==> config.mk <==
export PLATFORM = sky130hd
export DESIGN_NAME = gpio_mask_port
export DESIGN_NICKNAME = d
export VERILOG_FILES = /design/src/rtl/gpio_pkg.sv /design/src/rtl/gpio_ctrl.sv /design/src/rtl/gpio_datapath.sv /design/src/rtl/gpio_mask_port.sv
export SDC_FILE = /design/constraint.sdc
export NUM_CORES = 1
export LEC_CHECK = 0
export BUFFER_PORTS_ARGS = -buffer_cell sky130_fd_sc_hd__buf_4
export CAP_MARGIN = 20
export CORE_MARGIN = 1
export CORE_UTILIZATION = 25
export DETAILED_ROUTE_END_ITERATION = 16
export GPL_ROUTABILITY_DRIVEN = 0
export PLACE_DENSITY_LB_ADDON = 0.08
export SLEW_MARGIN = 40
export SYNTH_ARGS = -nofsm -noshare
export SYNTH_HDL_FRONTEND = slang
export SYNTH_SLANG_ARGS = --single-unit
export TNS_END_PERCENT = 30
==> constraint.sdc <==
create_clock -name clk -period 4.34 [get_ports clk]
set_input_delay 0.651 -clock clk [delete_from_list [all_inputs] [get_ports clk]]
set_output_delay 0.651 -clock clk [all_outputs]
set_load 0.01 [all_outputs]
==> src/rtl/gpio_pkg.sv <==
package gpio_pkg;
  typedef enum logic [2:0] {
    RD_NONE,
    RD_DATA,
    RD_MASK,
    RD_DIR,
    RD_ALIAS
  } rdSel_e;

  typedef struct packed {
    logic       wrData;
    logic       wrSet;
    logic       wrClr;
    logic       wrMask;
    logic       wrDir;
    logic       wrAlias;
    logic [4:0] aliasIdx;
    rdSel_e     rdSel;
  } strobe_t;
endpackage

==> src/rtl/gpio_ctrl.sv <==
module gpio_ctrl
  import gpio_pkg::*;
#(
  parameter int N  = 16,
  parameter int AW = 10
) (
  input  logic          clk,
  input  logic          rstN,
  input  logic          busEn,
  input  logic          busWe,
  input  logic [AW-1:0] busAddr,
  output strobe_t       strobe
);
  localparam logic [5:0] NUM_PINS = 6'(N);

  logic regionRegs;
  logic regionAlias;
  logic aliasHit;
  logic [4:0] idx;

  always_comb begin
    idx         = busAddr[4:0];
    regionRegs  = (busAddr[AW-1:3] == '0);
    regionAlias = (busAddr[AW-1:6] == (AW-6)'(1)) && !busAddr[5];
    aliasHit    = regionAlias && ({1'b0, idx} < NUM_PINS);

    strobe          = '0;
    strobe.aliasIdx = idx;
    if (busEn && busWe) begin
      strobe.wrData  = regionRegs && (busAddr[2:0] == 3'd0);
      strobe.wrSet   = regionRegs && (busAddr[2:0] == 3'd1);
      strobe.wrClr   = regionRegs && (busAddr[2:0] == 3'd2);
      strobe.wrMask  = regionRegs && (busAddr[2:0] == 3'd3);
      strobe.wrDir   = regionRegs && (busAddr[2:0] == 3'd4);
      strobe.wrAlias = aliasHit;
    end
    if (busEn && !busWe) begin
      if (aliasHit) strobe.rdSel = RD_ALIAS;
      else if (regionRegs) begin
        case (busAddr[2:0])
          3'd0:    strobe.rdSel = RD_DATA;
          3'd3:    strobe.rdSel = RD_MASK;
          3'd4:    strobe.rdSel = RD_DIR;
          default: strobe.rdSel = RD_NONE;
        endcase
      end
    end
  end

  // one access selects at most one write path; unmapped selects none
  p_single_path_r11: assert property (@(posedge clk) disable iff (!rstN)
    $onehot0({strobe.wrData, strobe.wrSet, strobe.wrClr,
              strobe.wrMask, strobe.wrDir, strobe.wrAlias}));
endmodule

==> src/rtl/gpio_datapath.sv <==
module gpio_datapath
  import gpio_pkg::*;
#(
  parameter int N = 16
) (
  input  logic         clk,
  input  logic         rstN,
  input  strobe_t      strobe,
  input  logic [N-1:0] busWdata,
  input  logic [N-1:0] padIn,
  output logic [N-1:0] busRdata,
  output logic [N-1:0] padOut,
  output logic [N-1:0] padOe
);
  logic [N-1:0] outLat, dirReg, maskReg;
  logic [N-1:0] syncA, syncB;
  logic [N-1:0] pinLevel;
  logic [N-1:0] setBits, clrBits, aliasSel;
  logic [N-1:0] nextLat;
  logic         aliasLevel;

  for (genvar i = 0; i < N; i++) begin : g_alias
    assign aliasSel[i] = (strobe.aliasIdx == 5'(i));
  end

  always_comb begin
    setBits = strobe.wrSet ? busWdata : '0;
    clrBits = strobe.wrClr ? busWdata : '0;
    nextLat = outLat;
    if (strobe.wrData)
      nextLat = (outLat & maskReg) | (busWdata & ~maskReg);
    // clear wins over set on the same bit
    nextLat = (nextLat | setBits) & ~clrBits;
    if (strobe.wrAlias)
      nextLat = (nextLat & ~aliasSel) | (aliasSel & {N{busWdata[0]}});
  end

  always_ff @(posedge clk) begin
    if (!rstN) begin
      outLat  <= '0;
      dirReg  <= '0;
      maskReg <= '0;
      syncA   <= '0;
      syncB   <= '0;
    end else begin
      outLat <= nextLat;
      if (strobe.wrMask) maskReg <= busWdata;
      if (strobe.wrDir)  dirReg  <= busWdata;
      syncA <= padIn;
      syncB <= syncA;
    end
  end

  always_comb begin
    pinLevel   = (dirReg & outLat) | (~dirReg & syncB);
    aliasLevel = |(pinLevel & aliasSel);
    busRdata   = '0;
    case (strobe.rdSel)
      RD_DATA:  busRdata = pinLevel;
      RD_MASK:  busRdata = maskReg;
      RD_DIR:   busRdata = dirReg;
      RD_ALIAS: busRdata[0] = aliasLevel;
      default:  busRdata = '0;
    endcase
  end

  assign padOut = outLat;
  assign padOe  = dirReg;

  p_mask_hold_r3: assert property (@(posedge clk) disable iff (!rstN)
    strobe.wrData |=> ((outLat & $past(maskReg)) == ($past(outLat) & $past(maskReg))));
  p_set_bits_r4: assert property (@(posedge clk) disable iff (!rstN)
    strobe.wrSet |=> (outLat == ($past(outLat) | $past(busWdata))));
  p_clr_bits_r5: assert property (@(posedge clk) disable iff (!rstN)
    strobe.wrClr |=> (outLat == ($past(outLat) & ~$past(busWdata))));
  p_alias_one_pin_r7: assert property (@(posedge clk) disable iff (!rstN)
    strobe.wrAlias |=> ($countones(outLat ^ $past(outLat)) <= 1));
  p_alias_read_r8: assert property (@(posedge clk) disable iff (!rstN)
    (strobe.rdSel == RD_ALIAS) |-> ((busRdata >> 1) == '0));
endmodule

==> src/rtl/gpio_mask_port.sv <==
module gpio_mask_port
  import gpio_pkg::*;
#(
  parameter int N  = 16,
  parameter int AW = 10
) (
  input  logic          clk,
  input  logic          rstN,
  input  logic          busEn,
  input  logic          busWe,
  input  logic [AW-1:0] busAddr,
  input  logic [N-1:0]  busWdata,
  output logic [N-1:0]  busRdata,
  input  logic [N-1:0]  padIn,
  output logic [N-1:0]  padOut,
  output logic [N-1:0]  padOe
);
  strobe_t strobe;

  gpio_ctrl #(.N(N), .AW(AW)) u_ctrl (
    .clk(clk), .rstN(rstN), .busEn(busEn), .busWe(busWe),
    .busAddr(busAddr), .strobe(strobe)
  );

  gpio_datapath #(.N(N)) u_dp (
    .clk(clk), .rstN(rstN), .strobe(strobe), .busWdata(busWdata),
    .padIn(padIn), .busRdata(busRdata), .padOut(padOut), .padOe(padOe)
  );
endmodule

==> results of run 1 <==
## metrics by stage
step | hold WS (ns) | power (mW)
after floorplan | 0.4119 | 0.8249
after global placement | 0.4145 | 0.8870
after detailed placement | 0.4193 | 0.8885
after CTS | 0.4340 | 1.612
after global routing | 0.4434 | 1.656
final | 0.4296 | 1.589
## layer usage
metal  track usage (%)  vias to the layer above
li1                  -                     1780
met4             7.059                        0
met1             23.95                     1766
met5                 0                        -
met3             3.742                       19
met2             26.84                       93
## power groups by stage
stage	clock (mW)	combinational, mW	sequential [mW]
2_1_floorplan	0	0.0582	0.767
3_3_place_gp	0	0.119	0.768
3_5_place_dp	0	0.120	0.768
4_1_cts	0.739	0.121	0.752
5_1_grt	0.771	0.132	0.753
6_report	0.717	0.120	0.752
## sequential cells by signal (all words and copies together) (netlist names)
register,count
u_dp.syncB,16
u_dp.maskReg,16
u_dp.syncA,16
u_dp.padOe,16
u_dp.padOut,16
## logic make-up after synthesis
| kind of cell | synth area share (%) |
|---|---|
| simple gates | 24.09 |
| compound gates | 17.56 |
| flops | 39.99 |
| mux | 14.28 |
| buf+inv | 4.092 |
## critical path, cell delays in order
cell	delay (ns)
buf_4	0.14
nor4_4	0.47
nand3_2	0.21
or4_1	0.92
nor3b_1	0.32
a221o_1	0.15
buf_4	0.12
## cell type report
cell class                 count  area [µm²]  area share (%)
clock buffer                  12       256.5           4.942
clock inverter                 3       17.52          0.3375
inverter                       8       30.03          0.5786
multi-input combinational    324        2240           43.15
sequential                    80        1602           30.86
tap                          211       264.0           5.087
timing repair buffer         104       780.7           15.04
## path summary, 6_finish.rpt
check,cells after the start,to,slack (ns)
worst max-delay path,7,busRdata[3],0.70
worst min-delay path,1,u_dp.syncB[9],0.43
worst max register to register,4,u_dp.padOut[4],3.20
worst min register to register,1,u_dp.syncB[9],0.43
## layout by cell type (no fill, tap or decap), types with 3 or more instances in the layout
| master | count |
|---|---|
| a211o_1 | 4 |
| a21o_1 | 8 |
| a21oi_1 | 16 |
| a221o_1 | 14 |
| and2_1 | 33 |
| buf_4 | 104 |
| clkbuf_16 | 9 |
| dfxtp_1 | 80 |
| inv_1 | 8 |
| mux2i_1 | 56 |
| nand2_1 | 11 |
| nand2b_1 | 9 |
| nand3_1 | 4 |
| nor2_1 | 65 |
| nor2b_1 | 5 |
| nor3_1 | 5 |
| nor3b_1 | 8 |
| nor4_1 | 6 |
| o211ai_1 | 5 |
| o21ai_0 | 15 |
| o21ba_2 | 3 |
| o221ai_1 | 3 |
| o22a_1 | 4 |
| o22ai_1 | 3 |
| o311ai_0 | 4 |
| o31ai_1 | 4 |
| or3_1 | 3 |
| or3b_2 | 3 |
| or4_1 | 4 |
==> key figures, run 1 <==
Floorplan
  – IO Pins: 94
  – Row count: 45
  – Core box area: about 15000 µm²
  – Initial Utilization: 25.96%
  – Die Ht: 128.6 µm
  – Die W: 128.6 µm
  – Total Die Area: 16530 µm²

CTS
  – Worst-Skew Late Latency: 0.34 ns
  – Setup Buffers After CTS: 0
  – Clk sinks: 80
  – TritonCTS buffer count: 9
  – Root Buffer: clkbuf_16
  – # resized after CTS: 0
  – CTS tree: done
  – Hold buffers post-CTS: 0
  – Clock transition at the registers of the reported paths: 0.06 ns
  – Clock buffer depth: 2
  – H-tree Lvls: 3

Synthesis
  – Avg Cell Area, Syn: 9.061 µm²
  – Distinct cell type count after synthesis: 52
  – Post-Syn Area: 4005 µm²
  – Top FF cell, synth: dfxtp_1
  – Top cell type's share of synthesized area: 39.99%
  – Top cells by area, synth: dfxtp_1, mux2i_1, nor2_1
  – Yosys warning total: 0
  – Synth Instances: 442
  – Syn Nets: 488
  – Seq cells post-synth: 80
  – Post-synth EDFFs: 0
  – Ys async rst share: 0%
  – Post-synth top cells: dfxtp_1, nor2_1, mux2i_1, and2_1, clkbuf_1
  – Post-synth top area cell: dfxtp_1
  – Most numerous cell in the Yosys netlist: dfxtp_1
  – Sequential area share after synthesis: 39.99%

Power
  – Logic pwr share: under 10%
  – Max VDD drop: 0.1661 mV
  – Pleak: a little under 2 nW
  – Switching Share: 23.63%
  – Clock network fraction of total power: 45.1%
  – Sequential share of power: 47.3%
  – Internal: 1.213 mW
  – Switching Power: 0.3753 mW
  – Pwr Density: ~300 nW/µm²

Layout
  – Inserted Diodes: 0
  – Core Util, Final: 33.64%
  – Final instance area: between 5000 and 6000 µm²
  – Post-route insts no fill: 742
  – Fillers: around 1700
  – Share of cells above drive strength 1: 25.24%
  – Nets: 573
  – Area delta synth->final: 29.58%

Route
  – Routed vias/inst: 4.930
  – ANT nets after route: 0
  – DRT iter0 DRCs: 226
  – Uppermost routed layer: met4
  – Pre-Repair DR Iteration Count: 4
  – Metal-1 WL: 6942 µm
  – WL met2: 6195 µm
  – Routed WL per cell: between 15 and 20 µm
  – Total length of routed met3 wires: slightly above 600 µm
  – DRT Wirelength: 14020 µm
  – Total number of vias: 3658
  – Residual DRC: 0

STA
  – Final Setup Violations: 0
  – RSZ-0062 raised after global routing: no
  – Highest clock rate: 0.2745 GHz
  – Final Hold Viols: 0
  – Clock skew: 0.007555 ns
  – Worst Tran Pin Value: 0.8573 ns
  – Crit share post-route: 83.94%
  – Final min period: 3.643 ns
  – Post-route setup TNS: 0 ns
  – Rel. slew slack: between 40% and 50%
  – Final setup margin: 0.6971 ns
  – Final Max Tran Viols: 0

Critical path
  – Worst setup SP type: primary input
  – Critical R2R Launch: u_dp.padOut[4]
  – Crit-path max FO: 15
  – CP arrival: 2.99 ns
  – Worst Setup SP: busAddr[4]
  – CP required: 3.69 ns
  – Worst Setup End Kind: output pin
  – CP Class: in -> out

Global route
  – Antenna violations before repair: 0
  – Global-route wire length before repair: 21180 µm
  – Vias in the first global route: about 3500
  – Largest net degree at the start of global routing: between 40 and 50
  – GRT Total Usage: roughly 18%
  – GRT Residual Overflow: 0

Hold path
  – Worst min path class: reg -> reg
  – Hold_sp: u_dp.syncA[9]

Place
  – Post-DP HPWL: 9660 µm
  – Pre-CTS setup slack: 0.7167 ns
  – Port Buffers: 93
  – Placed Instances: 727
  – Placed cell areas: 4916 µm²

Job
  – Max_cap viols: 0

Outcome
  – Status: complete, no violations
Note: power is estimated with default switching activity, not from simulation.
==> run 2: changes to the inputs <==
Clock period 4.34 ns to 3.1 ns, I/O delays scaled along.
==> run 2 against run 1 <==
Global-route usage decreased by 0.28 points. Final cell count increased by 1.5%. Sequential share of layout area decreased by 0.58 points. Worst hold slack got worse by 0.10 ns. Clock power increased by 48%. Sequential cell count unchanged. Design area increased by 1.9%. Setup slack got worse by 0.58 ns. Register-to-register slack got worse by 1.2 ns. Non-clock buffer count increased by 10. Critical path type unchanged. Largest cell class unchanged.
==> key figures, run 2 (synthesized netlist as in run 1, its figures left out) <==
Outcome
  – Status: complete, no violations

STA
  – Post-route setup TNS: 0 ns (unchanged)
  – Final Hold Viols: 0 (unchanged)
  – Clock skew: 0.004611 ns (-0.002945 ns)
  – Final Setup Violations: 0 (unchanged)
  – Final min period: 2.984 ns
  – RSZ-0062 raised after global routing: no
  – Highest clock rate: 0.3351 GHz
  – Hold WS: 0.3299 ns (-0.09967 ns)
  – Crit share post-route: 96.26%
  – Worst Tran Pin Value: 0.6809 ns (-0.1764 ns)
  – Rel. slew slack: 54.26% (+12 points)
  – Final Max Tran Viols: 0 (unchanged)

CTS
  – Root Buffer: clkbuf_16
  – Worst-Skew Late Latency: 0.34 ns (about the same)
  – H-tree Lvls: 3 (unchanged)
  – Setup Buffers After CTS: 0 (unchanged)
  – Clock buffer depth: 2 (unchanged)
  – Clk sinks: 80 (unchanged)
  – TritonCTS buffer count: 9 (unchanged)
  – CTS tree: done
  – Clock transition at the registers of the reported paths: 0.06 ns (about the same)

Critical path
  – R2R depth: 4 (unchanged)
  – CP Class: in -> out
  – R2R setup slack: 1.97 ns (-1.23 ns)
  – Worst path buffer plus inverter count: 3 (+1)
  – CP delay by family, top: compound AO/OA/AOI/OAI gates
  – Largest stage delay, worst path: 0.59 ns (-0.33 ns)
  – CP Depth: 8 (+1)
  – Worst Setup End Kind: output pin
  – CP required: 2.63 ns (-1.06 ns)
  – Worst Setup SP: busAddr[0]
  – Crit-path max FO: 13 (-2)
  – CP arrival: 2.52 ns (-0.47 ns)
  – Worst setup SP type: primary input
  – Critical R2R Launch: u_dp.padOut[3]
  – CP Capture Point: busRdata[0]
  – CP max stage cell: or3b_2
  – Critical Path Most Common Cell: buf_4
  – Cells along the critical path: buf_4, or3b_2, o22ai_1, or4_1, o31ai_1, a2111oi_1, buf_4, buf_4
  – Critical R2R Capture: u_dp.padOut[3]

Floorplan
  – Initial Utilization: 25.96% (unchanged)
  – Core box area: 15430 µm² (unchanged)
  – Total Die Area: 16530 µm² (unchanged)
  – Row count: 45 (unchanged)
  – IO Pins: 94 (unchanged)
  – Die W: 128.6 µm (unchanged)
  – Die Ht: 128.6 µm (unchanged)

Place
  – Placed Instances: 737 (+1.4%)
  – Port Buffers: 93 (unchanged)
  – Post-DP HPWL: 10130 µm (+4.8%)

Global route
  – GRT Residual Overflow: 0 (unchanged)
  – Vias in the first global route: 3668 (+4.4%)
  – Grt met1 use: 22.87% (-1.1 points)
  – Global-route wire length before repair: 21030 µm (-0.68%)
  – Antenna violations before repair: 0 (unchanged)
  – GR peak layer: met2
  – Largest net degree at the start of global routing: 32 (-29%)
  – GRT Total Usage: 17.28% (-0.28 points)
  – Met2 GRT Util: 27.50% (+0.67 points)
  – Grt met3 use: 3.867% (+0.12 points)

Route
  – Residual DRC: 0 (unchanged)
  – Pre-Repair DR Iteration Count: 5 (+1)
  – Routed WL per cell: 18.18 µm (-3.8%)
  – Total number of vias: 3675 (+0.46%)
  – DRT Wirelength: 13690 µm (-2.3%)
  – ANT nets after route: 0 (unchanged)
  – DRT iter0 DRCs: 268 (+19%)
  – Routed vias/inst: 4.880 (-1.0%)

Layout
  – Most frequent cells in the layout: buf_4, dfxtp_1, nor2_1
  – Most common cell after layout, fill and taps aside: buf_4
  – Post-route insts no fill: 753 (+1.5%)
  – Inserted Diodes: 0 (unchanged)
  – Area delta synth->final: 32.08%
  – Share of cells above drive strength 1: 26.94% (+1.7 points)
  – Nets: 583 (+1.7%)

Job
  – Max_cap viols: 0 (unchanged)

Hold path
  – Worst min path class: in -> reg

Power
  – Pleak: 2.003 nW (+3.3%)
  – Pwr Density: 432.4 nW/µm² (+41%)
  – Max VDD drop: 0.2174 mV (+31%)
## run 2: changes by cell type in the layout (fill, tap and decap cells not counted), sizes merged
cell	change
bufinv	+1
inv	-1
clkinvlp	-1
buf	+10
clkinv	+4
clkbuf	-2
## run 2: area by class of cell
type                       count  area (µm²)
inverter                       8       30.03
sequential                    80        1602
timing repair buffer         114       855.8
multi-input combinational    324        2241
tap                          211       264.0
clock buffer                  10       239.0
fill                        1644       10140
clock inverter                 6       58.81
## run 2: worst min path at each step
stage / startpoint / end / slack (ns) / cells past startpoint
floorplan: u_dp.syncA[0] / u_dp.syncB[0] / 0.41 / 1
global placement: u_dp.syncA[3] / u_dp.syncB[3] / 0.42 / 1
detailed placement: u_dp.syncA[10] / u_dp.syncB[10] / 0.42 / 1
CTS: padIn[7] / u_dp.syncA[7] / 0.32 / 2
global route: padIn[11] / u_dp.syncA[11] / 0.32 / 2
finish: padIn[11] / u_dp.syncA[11] / 0.33 / 2
## run 2: layer usage
| metal | vias to the layer above | share of wire [%] | routed length, µm |
|---|---|---|---|
| met5 | - | 0 | 0 |
| met4 | 0 | 1.7 | 226 |
| met3 | 16 | 5.7 | 782 |
| met2 | 107 | 46 | 6346 |
| met1 | 1748 | 46 | 6335 |
| li1 | 1804 | - | - |
## run 2: through the flow
stage | worst slack, ns | total power, mW | area, µm² | utilization, %
3_3_place_gp | 0.1087 | 1.246 | 4991 | 32.35
2_1_floorplan | 0.3435 | 1.155 | 4005 | -
5_1_grt | 0.06682 | 2.381 | 5290 | 34.29
3_5_place_dp | 0.07587 | 1.248 | 4991 | 32.35
4_1_cts | 0.07043 | 2.322 | 5289 | 34.28
6_report | 0.1161 | 2.287 | 5290 | 34.29
## run 2: power breakdown
group / total [mW] / leakage (nW) / switching [mW] / internal, mW
logic: 0.171 / 1.20 / 0.0965 / 0.0744
clock network: 1.06 / 0.152 / 0.423 / 0.641
registers: 1.05 / 0.651 / 0.00519 / 1.05
## run 2: what timing repair did
action,4_1_cts,5_1_grt
hold buffers,0,0
endpoints found under the hold margin,0,0
gates resized for setup,0,1
setup endpoints to repair,0,1
==> run 3: changes to the inputs <==
Settings changed: CELL_PAD_IN_SITES_DETAIL_PLACEMENT from default to 1, CELL_PAD_IN_SITES_GLOBAL_PLACEMENT from default to 1.
==> run 3 against run 2 <==
Sequential share of layout area shrank 0.26 points. Critical path depth is 1 lower. Worst hold slack got worse by 0.0086 ns. Final cell count grew 0.13%. Clock skew is 0.0018 ns higher. Maximum frequency is 0.35% higher. Die area is the same. Wire length increased by 7.1%. Non-clock buffer count rose by 1. First-iteration DRC count decreased by 16%. Via count increased by 2.4%. Count of clock-buffer cells in the layout up 2.
==> key figures, run 3 (synthesized netlist as in run 1, its figures left out) <==
STA
  – Post-route setup TNS: 0 ns (unchanged)
  – Final Max Tran Viols: 0 (unchanged)
  – Clock skew: 0.006451 ns (+0.001840 ns)
  – Crit share post-route: 95.92% (-0.34 points)
  – Worst Tran Pin Value: 0.6868 ns (+0.005825 ns)
  – Highest clock rate: 0.3363 GHz (+0.35%)
  – Final Setup Violations: 0 (unchanged)
  – Final Hold Viols: 0 (unchanged)
  – Rel. slew slack: 53.79% (-0.47 points)
  – Final min period: 2.973 ns (-0.01049 ns)
  – RSZ-0062 raised after global routing: no
  – Final setup margin: 0.1265 ns (+0.01049 ns)

Route
  – ANT nets after route: 0 (unchanged)
  – Total number of vias: 3763 (+2.4%)
  – Routed WL per cell: 19.44 µm (+6.9%)
  – Uppermost routed layer: met4
  – Pre-Repair DR Iteration Count: 4 (-1)
  – DRT iter0 DRCs: 226 (-16%)
  – Routed vias/inst: 4.991 (+2.3%)
  – Residual DRC: 0 (unchanged)
  – Total length of routed met3 wires: 638 µm (-18%)
  – Metal-1 WL: 7303 µm (+15%)
  – WL met2: 6503 µm (+2.5%)
  – DRT Wirelength: 14660 µm (+7.1%)

Global route
  – Largest net degree at the start of global routing: 44 (+38%)
  – GRT Total Usage: 18.31% (+1.0 points)
  – GRT Residual Overflow: 0 (unchanged)
  – Vias in the first global route: 3805 (+3.7%)
  – Global-route wire length before repair: 22220 µm (+5.7%)
  – Antenna violations before repair: 0 (unchanged)

Floorplan
  – IO Pins: 94 (unchanged)
  – Die Ht: 128.6 µm (unchanged)
  – Core box area: 15430 µm² (unchanged)
  – Total Die Area: 16530 µm² (unchanged)
  – Initial Utilization: 25.96% (unchanged)
  – Row count: 45 (unchanged)
  – Die W: 128.6 µm (unchanged)

Power
  – Pwr Density: 449.4 nW/µm² (+3.9%)
  – Pleak: 2.013 nW (+0.50%)
  – Max VDD drop: 0.2675 mV (+23%)

Outcome
  – Status: complete, no violations

CTS
  – H-tree Lvls: 3 (unchanged)
  – Clock transition at the registers of the reported paths: 0.06 ns (about the same)
  – Setup Buffers After CTS: 0 (unchanged)
  – CTS tree: done
  – TritonCTS buffer count: 9 (unchanged)
  – Root Buffer: clkbuf_16
  – # resized after CTS: 0 (unchanged)
  – Clock buffer depth: 2 (unchanged)
  – Clk sinks: 80 (unchanged)
  – Hold buffers post-CTS: 0 (unchanged)
  – Worst-Skew Late Latency: 0.35 ns (about the same)

Job
  – Max_cap viols: 0 (unchanged)

Layout
  – Share of cells above drive strength 1: 26.89% (-0.050 points)
  – Core Util, Final: 34.58% (+0.29 points)
  – Final instance area: 5335 µm² (+0.85%)
  – Inserted Diodes: 0 (unchanged)
  – Nets: 584 (+0.17%)
  – Area delta synth->final: 33.21%
  – Fillers: 1818 (+11%)
  – Most frequent cells in the layout: buf_4, dfxtp_1, nor2_1
  – Most common cell after layout, fill and taps aside: buf_4

Critical path
  – CP required: 2.63 ns (about the same)
  – Crit-path max FO: 13 (unchanged)
  – CP arrival: 2.51 ns (about the same)
  – Worst setup SP type: primary input
  – Worst Setup End Kind: output pin
  – CP Class: in -> out

Place
  – Pre-CTS setup slack: 0.07854 ns (+0.002672 ns)
  – Placed cell areas: 5011 µm² (+0.40%)
  – Post-DP HPWL: 10830 µm (+6.9%)
  – Port Buffers: 93 (unchanged)

Hold path
  – Worst min path class: in -> reg
## run 3: per-stage QoR
step / std cells / power (mW) / hold slack, ns
2_1_floorplan: 442 / 1.155 / 0.4119
3_3_place_gp: 738 / 1.250 / 0.4171
3_5_place_dp: 738 / 1.252 / 0.4222
4_1_cts: 754 / 2.437 / 0.3087
5_1_grt: 754 / 2.502 / 0.3089
6_report: 754 / 2.397 / 0.3213
## run 3: worst paths after layout
check,cells after the start,slack [ns],start,endpoint
setup / recovery,7,0.13,busAddr[0],busRdata[0]
hold / removal,2,0.32,padIn[15],u_dp.syncA[15]
setup reg to reg,4,1.99,u_dp.padOut[4],u_dp.padOut[4]
hold reg to reg,1,0.43,u_dp.syncA[4],u_dp.syncB[4]
## run 3: power by group
group	internal [mW]	total (mW)	leakage, nW	switching (mW)
clock network	0.731	1.17	0.153	0.438
registers	1.05	1.06	0.651	0.00834
logic	0.0757	0.173	1.21	0.0972
## run 3: layer usage
| metal | vias up | global-route usage [%] |
|---|---|---|
| met2 | 106 | 27.73 |
| met5 | - | 0 |
| met4 | 0 | 5.952 |
| li1 | 1795 | - |
| met1 | 1846 | 25.40 |
| met3 | 16 | 4.407 |
## run 3: critical path, cell delays in order
cell and delay (ns):
buf_4 0.17, or3b_2 0.65, o22ai_1 0.20, or4_1 0.13
o31ai_1 0.08, a2111oi_1 0.58, buf_4 0.22
## run 3: final cells by class
class / instances / area (µm²) / area share, %
timing repair buffer: 115 / 875.8 / 16.42
inverter: 8 / 30.03 / 0.5629
clock buffer: 12 / 246.5 / 4.620
clock inverter: 4 / 76.32 / 1.431
multi-input combinational: 324 / 2241 / 42.00
tap: 211 / 264.0 / 4.948
sequential: 80 / 1602 / 30.02
